[config.mk]
export PLATFORM = sky130hd
export DESIGN_NAME = irq_latch_ctrl
export DESIGN_NICKNAME = d
export VERILOG_FILES = /design/src/rtl/irq_latch_pkg.sv /design/src/rtl/irq_latch_decode.sv /design/src/rtl/irq_latch_bank.sv /design/src/rtl/irq_latch_ctrl.sv
export SDC_FILE = /design/constraint.sdc
export NUM_CORES = 1
export LEC_CHECK = 0
export CAP_MARGIN = 10
export CORE_ASPECT_RATIO = 0.9
export CORE_MARGIN = 8
export CORE_UTILIZATION = 50
export CTS_BUF_LIST = sky130_fd_sc_hd__clkbuf_8
export DETAILED_ROUTE_END_ITERATION = 6
export DONT_BUFFER_PORTS = 1
export HOLD_SLACK_MARGIN = 0.12
export SKIP_CTS_REPAIR_TIMING = 1
export SLEW_MARGIN = 40
export SYNTH_ARGS = -nofsm -noshare
export SYNTH_HDL_FRONTEND = slang
export SYNTH_SLANG_ARGS = --single-unit
export TNS_END_PERCENT = 10
[constraint.sdc]
create_clock -name clk -period 2.3 [get_ports clk]
set_clock_uncertainty 0.15 [all_clocks]
set_input_delay 0.115 -clock clk [delete_from_list [all_inputs] [get_ports clk]]
set_output_delay 0.115 -clock clk [all_outputs]
set_load 0.01 [all_outputs]
[src/rtl/irq_latch_pkg.sv]
package irq_latch_pkg;

    // Register space selected by the top address bit
    typedef enum logic {
        SPACE_STATUS = 1'b0,
        SPACE_MASK   = 1'b1
    } space_e;

endpackage

[src/rtl/irq_latch_decode.sv]
module irq_latch_decode #(
    parameter int NUM_REGS = 4,
    parameter int IDX_W    = 2
) (
    input  logic               rd_en,
    input  logic               wr_en,
    input  logic [IDX_W:0]     addr,
    output logic [NUM_REGS-1:0] rd_stat,
    output logic [NUM_REGS-1:0] wr_mask
);
    import irq_latch_pkg::*;

    space_e           space;
    logic [IDX_W-1:0] idx;

    assign space = space_e'(addr[IDX_W]);
    assign idx   = addr[IDX_W-1:0];

    for (genvar k = 0; k < NUM_REGS; k++) begin : g_sel
        localparam logic [IDX_W-1:0] K_IDX = IDX_W'(k);
        assign rd_stat[k] = rd_en && (space == SPACE_STATUS) && (idx == K_IDX);
        assign wr_mask[k] = wr_en && (space == SPACE_MASK)   && (idx == K_IDX);
    end

endmodule

[src/rtl/irq_latch_bank.sv]
module irq_latch_bank #(
    parameter int REG_W = 8
) (
    input  logic             clk,
    input  logic             rst_n,
    input  logic [REG_W-1:0] evt,
    input  logic             clr,
    input  logic             wr,
    input  logic [REG_W-1:0] wdata,
    output logic [REG_W-1:0] status,
    output logic [REG_W-1:0] status_nxt,
    output logic [REG_W-1:0] mask
);

    typedef struct packed {
        logic [REG_W-1:0] status;
        logic [REG_W-1:0] mask;
    } bank_t;

    bank_t bank_d, bank_q;

    always_comb begin
        bank_d = bank_q;
        // clearing read wipes old bits; same-cycle enabled events still land
        if (clr) begin
            bank_d.status = '0;
        end
        bank_d.status = bank_d.status | (evt & bank_q.mask);
        if (wr) begin
            bank_d.mask = wdata;
        end
    end

    always_ff @(posedge clk or negedge rst_n) begin
        if (!rst_n) begin
            bank_q <= '0;
        end else begin
            bank_q <= bank_d;
        end
    end

    assign status     = bank_q.status;
    assign status_nxt = bank_d.status;
    assign mask       = bank_q.mask;

endmodule

[src/rtl/irq_latch_ctrl.sv]
module irq_latch_ctrl #(
    parameter int NUM_REGS = 4,
    parameter int REG_W    = 8,
    localparam int IDX_W   = (NUM_REGS > 1) ? $clog2(NUM_REGS) : 1,
    localparam int ADDR_W  = IDX_W + 1,
    localparam int EVT_W   = NUM_REGS * REG_W
) (
    input  logic              clk,
    input  logic              rst_n,
    input  logic [EVT_W-1:0]  evt_i,
    input  logic              wr_en,
    input  logic              rd_en,
    input  logic [ADDR_W-1:0] addr,
    input  logic [REG_W-1:0]  wdata,
    output logic [REG_W-1:0]  rdata,
    output logic              irq_n
);
    import irq_latch_pkg::*;

    typedef struct packed {
        logic [REG_W-1:0] rdata;
        logic             irq_n;
    } out_t;

    logic [NUM_REGS-1:0] rd_stat;
    logic [NUM_REGS-1:0] wr_mask;
    logic [EVT_W-1:0]    status_vec;
    logic [EVT_W-1:0]    status_nxt_vec;
    logic [EVT_W-1:0]    mask_vec;

    irq_latch_decode #(
        .NUM_REGS (NUM_REGS),
        .IDX_W    (IDX_W)
    ) u_decode (
        .rd_en   (rd_en),
        .wr_en   (wr_en),
        .addr    (addr),
        .rd_stat (rd_stat),
        .wr_mask (wr_mask)
    );

    for (genvar k = 0; k < NUM_REGS; k++) begin : g_bank
        irq_latch_bank #(
            .REG_W (REG_W)
        ) u_bank (
            .clk        (clk),
            .rst_n      (rst_n),
            .evt        (evt_i[k*REG_W +: REG_W]),
            .clr        (rd_stat[k]),
            .wr         (wr_mask[k]),
            .wdata      (wdata),
            .status     (status_vec[k*REG_W +: REG_W]),
            .status_nxt (status_nxt_vec[k*REG_W +: REG_W]),
            .mask       (mask_vec[k*REG_W +: REG_W])
        );
    end

    // read data selection from the current register contents
    logic [REG_W-1:0] rd_sel;
    logic [IDX_W-1:0] rd_idx;

    assign rd_idx = addr[IDX_W-1:0];

    always_comb begin
        rd_sel = '0;
        for (int k = 0; k < NUM_REGS; k++) begin
            if (rd_idx == IDX_W'(k)) begin
                if (space_e'(addr[IDX_W]) == SPACE_MASK) begin
                    rd_sel = mask_vec[k*REG_W +: REG_W];
                end else begin
                    rd_sel = status_vec[k*REG_W +: REG_W];
                end
            end
        end
    end

    out_t out_d, out_q;

    always_comb begin
        out_d       = out_q;
        out_d.irq_n = ~(|status_nxt_vec);
        if (rd_en) begin
            out_d.rdata = rd_sel;
        end
    end

    always_ff @(posedge clk or negedge rst_n) begin
        if (!rst_n) begin
            out_q <= '{rdata: '0, irq_n: 1'b1};
        end else begin
            out_q <= out_d;
        end
    end

    assign rdata = out_q.rdata;
    assign irq_n = out_q.irq_n;

endmodule

**After elaboration in Yosys (flattened, before gate mapping)**

Cells that the tools add are included.

- Memories: 0
- Latch bits: 0
- Register bits: 73
- Memory bits (read-only): 0
- RAM bits: 0
- Bits of input ports: 47

- Equal/unequal tests: 3
- $add $sub $neg: 0
- Mux-type cells: 12
- Magnitude comparators: 0
- Shifts and indexed selects: 0
- Bitwise operators: 10
- Multipliers: 0
- Div/mod/pow operators: 0
- Reductions and logical operators: 12

Operators with widths:

| operator | count |
|---|---|
| 8-bit 2-to-1 mux | 12 |
| 8-bit bitwise AND | 4 |
| 8-bit OR | 4 |
| 32-bit OR reduction | 1 |
| 1-bit logical AND | 10 |
| 2-bit equality test (second input constant) | 2 |
| 2-bit by 1-bit equality test with 1-bit output (second input constant) | 1 |
| 2-bit logical NOT | 1 |
| 1-bit NOT | 2 |

**Logic depth before layout (Yosys ltp)**

Gate-level depths: netlist of the first run.

- Depth in word-level cells: 7
- Gate-level depth with buffers: 7
- Gate-level depth less buffers: 5

**Cells and area by module**

From an unflattened synthesis of the first run, not the netlist that was laid out.

- Cells, all modules: 290
- Area, all modules: 3482.1 sq um

Modules (own cells, without submodules):

| module | instances | cells each | area an instance (sq um) |
|---|---|---|---|
| irq_latch_bank | 4 | 49 | 631.9 |
| irq_latch_ctrl | 1 | 86 | 858.3 |
| irq_latch_decode | 1 | 8 | 96.3 |

**Worst setup path before layout of the first run**

OpenSTA, ideal clock, no wires.

- Path type: reg-to-reg
- From: reg g_bank[2].u_bank.bank_q, in the netlist g_bank[2].u_bank.status[5]
- To: reg out_q, in the netlist irq_n
- Period minus slack after synthesis: 1867 ps
- Cell stages (with the launch flop): 5
- Buffers on the path: 0
- Path slack: 433 ps
- Library setup time: 90 ps
- Data arrival time: 1627 ps
- Cell sequence: dfrtp_1 or4_1 o31a_1 or4_1 nor4_2

RTL lines:

| element | RTL line | text |
|---|---|---|
| from (decl) | irq_latch_bank.sv:20 | `bank_t bank_d, bank_q;` |
| from (signal assigned) | irq_latch_bank.sv:38 | `bank_q <= bank_d;` |
| to (signal assigned) | irq_latch_ctrl.sv:89 | `out_q <= '{rdata: '0, irq_n: 1'b1};` |
| to (signal assigned) | irq_latch_ctrl.sv:91 | `out_q <= out_d;` |
| to (decl) | irq_latch_ctrl.sv:77 | `out_t out_d, out_q;` |

==> metrics.yaml, run 1 <==
place:
  gpl.final_weighted_congestion: 0.8664
  place.port_buffers: 0
  dp_hpwl_um: 6568
  placedCellCount: 330
  preCtsSetupSlack_ns: 0.3059
worst_setup_path:
  setup.worst_path.class: "input pin to flop"
  end_kind: "flop"
  critPathSlowestCell: "dlygate4sd3_1"
  worstPathCellList: "dlygate4sd3_1 -> nand4b_4 -> a22o_1 -> or4_1 -> nor4_2"
  worstRegToRegCells: 4
  endpoint_required_time_on_the_critical_path_ns: 2.40
  critical_path.max_stage_delay_ns: 0.86
  ff2ff_setup_slack_ns: 0.13
  r2r_start: "g_bank[3].u_bank.mask[2]"
  worst-path-max-fanout: 21
  arrival_ns: 2.36
  critical_register_to_register_path_endpoint: "rdata[2]"
  startpoint_type: "input pin"
synth:
  synth_sequential_area_ratio: 0.5348
  synth-main-ff-cell: "dfrtp_1"
  synth-warning-count: 0
  synthArstFlopShare: 1.000
  synth-edff-count: 0
  post_synth_inst_count: 248
  synth.net_count: 295
  avgSynthCellArea_sq_um: 13.78
  cell_area_after_synthesis_sq_um: 3418
  postSynthRegisterBits: 73
  yosys.cell_types.count: 39
clocking:
  htree_num_levels: 3
  cts_buffers: 9
  tritoncts: "yes"
  cts_root_buffer: "clkbuf_8"
  cts-root-to-sink-buffers: 2
  clkSinkCount: 73
  clkTransAtPathRegs_ns: 0.07
  clock_latency_ns: 0.34
min_path:
  min_to: "g_bank[3].u_bank.mask[6]"
  hp-class: "input pin to flop"
  timing.hold.worst_path_depth: 2
  worst_hold_startpoint: "addr[1]"
final_layout:
  fillers: 539
  layout.nets: 362
  syn2layout_area_growth_pct: 28.22
  fin_cells: 411
  drive_above_1_share: 0.2375
grt:
  grt_pass1_wl_um: 14340
  grt_remaining_overflow: 0
  grt_pass1_vias: 2363
  gr-usage-all-layers: 0.2040
  maximum_number_of_pins_on_one_net_before_global_route_repair: 74
  grtUsageMet1: 0.2809
  number_of_antenna_violations_at_the_first_check_in_global_routing: 1
  global_route.peak_usage_layer: "met2"
  grt_met3_use: 0.09412
  grtUsageMet2: 0.2895
routing:
  routed-via-count: 2577
  drtAntennaViolNets: 0
  routed_wire_length_per_instance_um: 24.61
  route.detailed.vias_per_inst: 6.270
  remaining_drc_errors: 0
  routed_wirelength_um: 10120
  firstDrtPassIters: 5
  detailedRoute.firstIterationViolations: 222
floorplan:
  starting_density: 0.5190
  ios: 56
  core_sq_um: 6586
  fp.dieArea_sq_um: 9742
  chip_width_um: 103.2
  rows: 28
  die_h_um: 94.44
timing:
  finalSetupViolCount: 0
  setup_slack_ns: 0.03570
  grt_setup_unrepaired: "no"
  slew_headroom: 0.5462
  report.final.slew_viol_count: 0
  fmaxAchievable_ghz: 0.4416
  timing_hold_violations_final: 0
  timing_worst_slew_pin_value_ns: 0.6788
  min_period_ns: 2.264
  final.setup.tns_ns: 0
  post-route-period-util: 0.9845
  hold_slack_ns: 0.09759
power:
  power_density_nw_per_um2: 839.8
  max-vdd-ir-drop_v: 0.0004752
  total_leakage_power_nw: 1.808
  p_total_mw: 3.681
run_status:
  outcome: "complete, no violations"
job:
  timing.max_cap.violations: 0
[layer usage]
metal | wire length [um] | vias to the layer above
met2 | 4617 | 131
met3 | 944 | 12
met5 | 0 | -
li1 | - | 1127
met1 | 4467 | 1307
met4 | 87 | 0
[cells in the final DEF, fill, tap and decap left out, types with 2 or more instances in the layout]
cell type      instances
dfrtp_1               72
dlygate4sd3_1         63
mux2_2                37
a22o_1                34
a22oi_1               11
clkbuf_8              11
mux4_2                10
a21oi_1                8
nor2_1                 7
mux2i_1                5
nor2b_1                4
nand4_1                4
buf_4                  4
or4_1                  3
nor4_1                 3
nand2_1                3
inv_1                  3
o21ai_0                3
o21ai_1                3
or2_2                  3
o221ai_1               3
o22ai_1                3
a221oi_1               2
nand3_1                2
bufinv_16              2
clkinv_2               2
[Yosys cell counts, types with 2 or more instances]
| cell | n | share of area |
|---|---|---|
| nand2_1 | 3 | 0.0033 |
| nor2b_1 | 4 | 0.0073 |
| o221ai_1 | 3 | 0.0077 |
| mux2i_1 | 5 | 0.015 |
| inv_1 | 3 | 0.0033 |
| mux2_2 | 37 | 0.12 |
| clkbuf_1 | 3 | 0.0033 |
| nor4_1 | 3 | 0.0055 |
| or2_2 | 3 | 0.0055 |
| dfrtp_1 | 72 | 0.53 |
| o21ai_0 | 3 | 0.0044 |
| buf_1 | 2 | 0.0022 |
| a21oi_1 | 8 | 0.012 |
| o22ai_1 | 3 | 0.0055 |
| buf_4 | 3 | 0.0066 |
| a221oi_1 | 2 | 0.0051 |
| o21ai_1 | 3 | 0.0044 |
| a22o_1 | 34 | 0.087 |
| a22oi_1 | 11 | 0.024 |
| nand4_1 | 4 | 0.0073 |
| or4_1 | 3 | 0.0066 |
| mux4_2 | 10 | 0.066 |
| buf_2 | 3 | 0.0044 |
| nand3_1 | 2 | 0.0029 |
| nor2_1 | 7 | 0.0077 |
[registers in the layout (all words and copies together), names as in the netlist]
name	cells
g_bank.u_bank.status	32
g_bank.u_bank.mask	32
irq_n	1
rdata	8
[worst max-delay path by stage]
stage	start	endpoint	slack (ns)	cells after the start
finish	addr[1]	irq_n	0.04	5
global placement	g_bank[2].u_bank.status[5]	irq_n	0.37	4
detailed placement	g_bank[2].u_bank.status[5]	irq_n	0.31	4
CTS	g_bank[2].u_bank.status[5]	irq_n	0.28	4
floorplan	g_bank[2].u_bank.status[5]	irq_n	0.43	4
global route	addr[1]	irq_n	0.0003	5
[logic make-up after synthesis]
logic type,share of synthesized area
multiplexers,0.2057
buffers and inverters,0.02306
AND/OR/NAND/NOR,0.07833
AO/OA/AOI/OAI,0.1581
flip-flops,0.5348
[stage by stage]
stage	util	instance area (sq um)
floorplan	-	3418
global placement	0.5304	3493
detailed placement	0.5304	3493
CTS	0.5652	3722
global route	0.6655	4383
finish	0.6655	4383
[critical path: cells and delay by family]
family                 cells  cell delay [ns]
AO/OA/AOI/OAI              1             0.29
buffers and inverters      1             0.86
AND/OR/NAND/NOR            3             1.08
[report_power, final]
| part | switching, mW | internal (mW) |
|---|---|---|
| combinational | 0.268 | 0.463 |
| sequential | 0.267 | 1.55 |
| clock | 0.470 | 0.666 |
| total | 1.00 | 2.68 |
[final cells by class]
class / instances / area, sq um / area share
multi-input cells: 160 / 1511 / 0.3448
repair buffers: 68 / 688.2 / 0.1570
clock inverters: 5 / 77.57 / 0.01770
flip-flops and latches: 73 / 1828 / 0.4171
inverters: 3 / 11.26 / 0.002569
well taps: 90 / 112.6 / 0.02569
diodes: 1 / 2.502 / 0.0005709
clock buffers: 11 / 151.4 / 0.03454
Power figures use the tool's default switching activity.
==> run 2, diff against run 1 <==
--- a/config.mk
+++ b/config.mk
@@ -13,6 +13,7 @@
 export DETAILED_ROUTE_END_ITERATION = 6
 export DONT_BUFFER_PORTS = 1
 export HOLD_SLACK_MARGIN = 0.12
+export MAX_ROUTING_LAYER = met4
 export SKIP_CTS_REPAIR_TIMING = 1
 export SLEW_MARGIN = 40
 export SYNTH_ARGS = -nofsm -noshare
==> metrics.yaml, run 2 (synthesis gave the netlist of run 1 again) <==
timing:
  timing_worst_slew_pin_value_ns: 0.6860  # was 0.6788 ns
  slew_headroom: 0.5414  # was 0.5462
  timing_hold_violations_final: 0  # unchanged
  report.final.slew_viol_count: 0  # unchanged
  hold_slack_ns: 0.1072  # was 0.09759 ns
  post-route-period-util: 0.9870  # was 0.9845
  fmaxAchievable_ghz: 0.4405  # was 0.4416 GHz
  min_period_ns: 2.270  # was 2.264 ns
  finalSetupViolCount: 0  # unchanged
  final.setup.tns_ns: 0  # unchanged
worst_setup_path:
  critical_path.max_stage_delay_ns: 0.86  # about the same
  critical_path_depth: 5  # unchanged
  path_buf_inv: 1  # unchanged
  r2r_start: "g_bank[3].u_bank.mask[2]"  # unchanged
  end_kind: "flop"  # unchanged
  cpLargestDelayFamily: "simple AND/OR/NAND/NOR gates"  # unchanged
  startpoint_type: "input pin"  # unchanged
  endpoint_required_time_on_the_critical_path_ns: 2.40  # about the same
  worstRegToRegCells: 4  # unchanged
  worstPathCellList: "dlygate4sd3_1 -> nand4b_4 -> a22o_1 -> or4_1 -> nor4_2"  # unchanged
  arrival_ns: 2.37  # was 2.36 ns
  critical_register_to_register_path_endpoint: "rdata[2]"  # unchanged
  critPathSlowestCell: "dlygate4sd3_1"  # unchanged
  ff2ff_setup_slack_ns: 0.10  # was 0.13 ns
  worst-path-max-fanout: 21  # unchanged
  setup.worst_path.class: "input pin to flop"  # unchanged
grt:
  number_of_antenna_violations_at_the_first_check_in_global_routing: 1  # unchanged
  maximum_number_of_pins_on_one_net_before_global_route_repair: 74  # unchanged
  grt_pass1_vias: 2375  # was 2,363
  gr-usage-all-layers: 0.2109  # was 0.2040
  grt_pass1_wl_um: 14310  # was 14,340 um
  grt_remaining_overflow: 0  # unchanged
floorplan:
  chip_width_um: 103.2  # unchanged
  ios: 56  # unchanged
  core_sq_um: 6586  # unchanged
  starting_density: 0.5190  # unchanged
  rows: 28  # unchanged
  fp.dieArea_sq_um: 9742  # unchanged
  die_h_um: 94.44  # unchanged
final_layout:
  post-route-util: 0.6655  # unchanged
  drive_above_1_share: 0.2375  # unchanged
  final_cell_mix: "dfrtp_1, dlygate4sd3_1, mux2_2, a22o_1"  # unchanged
  layout.nets: 362  # unchanged
  layout.cells.most_common: "dfrtp_1"  # unchanged
  syn2layout_area_growth_pct: 28.22  # unchanged
routing:
  detailedRoute.firstIterationViolations: 203  # was 222
  firstDrtPassIters: 5  # unchanged
  routed_wire_length_per_instance_um: 24.57  # was 24.61 um
  routed_wirelength_um: 10100  # was 10,120 um
  dr_wl_met3_um: 909  # was 944 um
  drt-met1-wl_um: 4496  # was 4467 um
  dr_wl_met2_um: 4598  # was 4617 um
  route.detailed.vias_per_inst: 6.241  # was 6.270
  remaining_drc_errors: 0  # unchanged
  topRoutingLayerUsed: "met4"  # unchanged
  routed-via-count: 2565  # was 2,577
  drtAntennaViolNets: 0  # unchanged
min_path:
  timing.hold.worst_path_depth: 2  # unchanged
  worst_hold_startpoint: "addr[1]"  # unchanged
  hp-class: "input pin to flop"  # unchanged
  min_to: "g_bank[3].u_bank.mask[6]"  # unchanged
place:
  gpl.final_weighted_congestion: 0.8805  # was 0.8664
  dp_hpwl_um: 6568  # unchanged
  place.port_buffers: 0  # unchanged
clocking:
  cts_buffers: 9  # unchanged
  tritoncts: "yes"  # unchanged
  clock_latency_ns: 0.34  # about the same
  clkTransAtPathRegs_ns: 0.07  # about the same
  cts-root-to-sink-buffers: 2  # unchanged
  clkSinkCount: 73  # unchanged
  htree_num_levels: 3  # unchanged
  cts_root_buffer: "clkbuf_8"  # unchanged
power:
  max-vdd-ir-drop_v: 0.0004758  # was 0.0004752 V
  power_density_nw_per_um2: 839.4  # was 839.8 nW/um^2
  total_leakage_power_nw: 1.808  # unchanged
job:
  timing.max_cap.violations: 0  # unchanged
run_status:
  outcome: "complete, no violations"  # unchanged
-- run 2: cell counts in the layout (fill, tap and decap cells not counted) --
Identical to the previous run, type by type.
-- run 2: how the worst max path moves through the flow --
| stage | startpoint | to | slack [ns] |
|---|---|---|---|
| finish | addr[1] | irq_n | 0.03 |
| global route | addr[1] | irq_n | -0.003 |
| CTS | g_bank[2].u_bank.status[5] | irq_n | 0.28 |
| detailed placement | g_bank[2].u_bank.status[5] | irq_n | 0.31 |
| global placement | g_bank[2].u_bank.status[5] | irq_n | 0.37 |
| floorplan | g_bank[2].u_bank.status[5] | irq_n | 0.43 |
-- run 2: final cells by class --
class	instances	area, sq um
antenna	1	2.502
inverter	3	11.26
timing repair buffer	68	688.2
sequential	73	1828
multi-input combinational	160	1511
clock buffer	11	151.4
tap	90	112.6
clock inverter	5	77.57
fill	539	2203
-- run 2: layer usage --
layer	global-route usage	up-vias
li1	-	1131
met3	0.09118	9
met4	0.03851	0
met2	0.2889	112
met5	-	-
met1	0.2846	1313
-- run 2: power by group --
group | leakage [nW] | internal (mW) | switching [mW]
combinational | 0.889 | 0.463 | 0.268
clock | 0.115 | 0.666 | 0.470
sequential | 0.803 | 1.55 | 0.266
total | 1.81 | 2.68 | 1.00
-- run 2: worst reg2reg max path: cells and delay by family (launching register included) --
family / cells / cell delay (ns)
muxes: 2 / 0.81
buffers and inverters: 1 / 0.57
DFF: 1 / 0.43
AOI/OAI and AO/OA: 1 / 0.13
-- run 2: through the flow --
stage	setup WS (ns)	instances	total power [mW]	instance area (sq um)
6_report	0.02983	411	3.679	4383
5_1_grt	-0.002957	411	3.859	4383
4_1_cts	0.2804	346	3.481	3722
3_5_place_dp	0.3059	330	2.340	3493
3_3_place_gp	0.3743	330	2.331	3493
2_1_floorplan	0.4327	248	2.190	3418
==> run 3, diff against run 2 <==
--- a/config.mk
+++ b/config.mk
@@ -7,7 +7,6 @@
 export LEC_CHECK = 0
 export CAP_MARGIN = 10
 export CORE_ASPECT_RATIO = 0.9
-export CORE_MARGIN = 8
 export CORE_UTILIZATION = 50
 export CTS_BUF_LIST = sky130_fd_sc_hd__clkbuf_8
 export DETAILED_ROUTE_END_ITERATION = 6
==> metrics.yaml, run 3 (synthesis gave the netlist of run 1 again) <==
run_status:
  outcome: "complete, no violations"  # unchanged
final_layout:
  fillers: 529  # was 539
  stdcell_area_sq_um: 4431  # was 4383 sq um
  final_cell_mix: "dlygate4sd3_1, dfrtp_1, mux2_2, a22o_1, a22oi_1"  # was dfrtp_1, dlygate4sd3_1, mux2_2, a22o_1
  syn2layout_area_growth_pct: 29.61  # was 28.22%
  drive_above_1_share: 0.2115  # was 0.2375
  multiInputGateArea_sq_um: 1511  # unchanged
  layout.cells.most_common: "dlygate4sd3_1"  # was dfrtp_1
  layout.nets: 373  # was 362
  register_area_sq_um: 1828  # unchanged
worst_setup_path:
  endpoint_required_time_on_the_critical_path_ns: 2.42  # was 2.40 ns
  startpoint_type: "input pin"  # unchanged
  worst-path-max-fanout: 13  # was 21
  worstRegToRegCells: 4  # unchanged
  arrival_ns: 2.34  # was 2.37 ns
  setup.worst_path.class: "input pin to flop"  # unchanged
  end_kind: "flop"  # unchanged
clocking:
  cts_buffers: 9  # unchanged
  clock_latency_ns: 0.36  # was 0.34 ns
  tritoncts: "yes"  # unchanged
  clkSinkCount: 73  # unchanged
  cts_root_buffer: "clkbuf_8"  # unchanged
  htree_num_levels: 3  # unchanged
  clkTransAtPathRegs_ns: 0.07  # about the same
  cts-root-to-sink-buffers: 2  # unchanged
routing:
  firstDrtPassIters: 4  # was 5
  drtAntennaViolNets: 0  # unchanged
  routed_wirelength_um: 9891  # was 10,100 um
  dr_wl_met3_um: 747  # was 909 um
  route.detailed.vias_per_inst: 6.362  # was 6.241
  routed_wire_length_per_instance_um: 23.38  # was 24.57 um
  detailedRoute.firstIterationViolations: 257  # was 203
  topRoutingLayerUsed: "met4"  # unchanged
  dr_wl_met2_um: 4410  # was 4598 um
  drt-met1-wl_um: 4604  # was 4496 um
  routed-via-count: 2691  # was 2,565
  remaining_drc_errors: 0  # unchanged
floorplan:
  ios: 56  # unchanged
  core_sq_um: 6586  # unchanged
  rows: 28  # unchanged
  fp.dieArea_sq_um: 7172  # was 9742 sq um
  chip_width_um: 89.16  # was 103.2 um
  die_h_um: 80.44  # was 94.44 um
  starting_density: 0.5190  # unchanged
power:
  power_frac_clock: 0.250  # was 0.309
  sequentialPowerShare: 0.521  # was 0.493
  power.internal_mw: 2.463  # was 2.676 mW
  power_switching_share: 0.2927  # was 0.2727
  total_leakage_power_nw: 1.815  # was 1.808 nW
  power_density_nw_per_um2: 786.1  # was 839.4 nW/um^2
  net_switching_power_of_the_design_mw: 1.020  # was 1.003 mW
  combinationalPowerShare: 0.228  # was 0.199
  max-vdd-ir-drop_v: 0.0005191  # was 0.0004758 V
grt:
  grt_remaining_overflow: 0  # unchanged
  gr-usage-all-layers: 0.2814  # was 0.2109
  grt_pass1_wl_um: 13620  # was 14,310 um
  maximum_number_of_pins_on_one_net_before_global_route_repair: 74  # unchanged
  grt_pass1_vias: 2336  # was 2,375
  number_of_antenna_violations_at_the_first_check_in_global_routing: 2  # was 1
timing:
  final.setup.tns_ns: 0  # unchanged
  post-route-period-util: 0.9676  # was 0.9870
  slew_headroom: 0.5790  # was 0.5414
  grt_setup_unrepaired: "no"
  timing_worst_slew_pin_value_ns: 0.6282  # was 0.6860 ns
  finalSetupViolCount: 0  # unchanged
  fmaxAchievable_ghz: 0.4493  # was 0.4405 GHz
  min_period_ns: 2.226  # was 2.270 ns
  timing_hold_violations_final: 0  # unchanged
  report.final.slew_viol_count: 0  # unchanged
place:
  dp_hpwl_um: 6159  # was 6568 um
  placed_cell_area_sq_um: 3486  # was 3493 sq um
  gpl.final_weighted_congestion: 0.8908  # was 0.8805
  place.port_buffers: 0  # unchanged
min_path:
  hp-class: "input pin to flop"  # unchanged
  timing.hold.worst_path_depth: 4  # was 2
job:
  timing.max_cap.violations: 0  # unchanged
==> run 3: metrics by stage <==
step / cells / total power [mW] / setup slack, ns / hold WS [ns] / utilization
floorplan: 248 / 2.190 / 0.4327 / -0.3306 / -
global placement: 329 / 2.331 / 0.3698 / -0.3289 / 0.5293
detailed placement: 329 / 2.337 / 0.3479 / -0.3288 / 0.5293
CTS: 345 / 3.198 / 0.3258 / -0.7104 / 0.5538
global route: 423 / 3.644 / 0.03858 / 0.1213 / 0.6727
finish: 423 / 3.483 / 0.07441 / 0.09645 / 0.6727
==> run 3: final timing paths <==
path                                                 start                    endpoint  slack (ns)
worst min-delay path                               addr[1]  g_bank[1].u_bank.status[4]         0.1
worst min register to register  g_bank[2].u_bank.status[7]  g_bank[2].u_bank.status[7]        0.38
worst max register to register    g_bank[1].u_bank.mask[0]                    rdata[0]        0.16
min in group asynchronous                            rst_n    g_bank[1].u_bank.mask[3]        0.15
worst max-delay path                                 rd_en                       irq_n        0.07
max in group asynchronous                            rst_n                       irq_n        1.51
==> run 3: final cells by class <==
class / count / area share
Clock inverter: 6 / 0.005366
Sequential cell: 73 / 0.4126
Tap cell: 90 / 0.02542
Multi-Input combinational cell: 160 / 0.3411
Antenna cell: 2 / 0.001130
Timing Repair Buffer: 79 / 0.1807
Inverter: 3 / 0.002542
Clock buffer: 10 / 0.03106
==> run 3: power groups by stage <==
stage	clock, mW	combinational, mW	sequential (mW)
2_1_floorplan	0	0.456	1.73
6_report	0.872	0.795	1.82
4_1_cts	0.880	0.511	1.81
3_5_place_dp	0	0.508	1.83
3_3_place_gp	0	0.502	1.83
5_1_grt	0.938	0.852	1.85
==> run 3: routing by layer <==
layer / vias to the layer above / track usage
li1: 1147 / -
met1: 1409 / 0.4027
met2: 121 / 0.3847
met3: 14 / 0.1089
met4: 0 / 0.04921
met5: - / -
==> run 3: critical path, stage by stage <==
cell	delay (ns)
dlygate4sd3_1	0.82
nand4b_4	0.30
a22o_1	0.29
or4_1	0.52
nor4_2	0.29
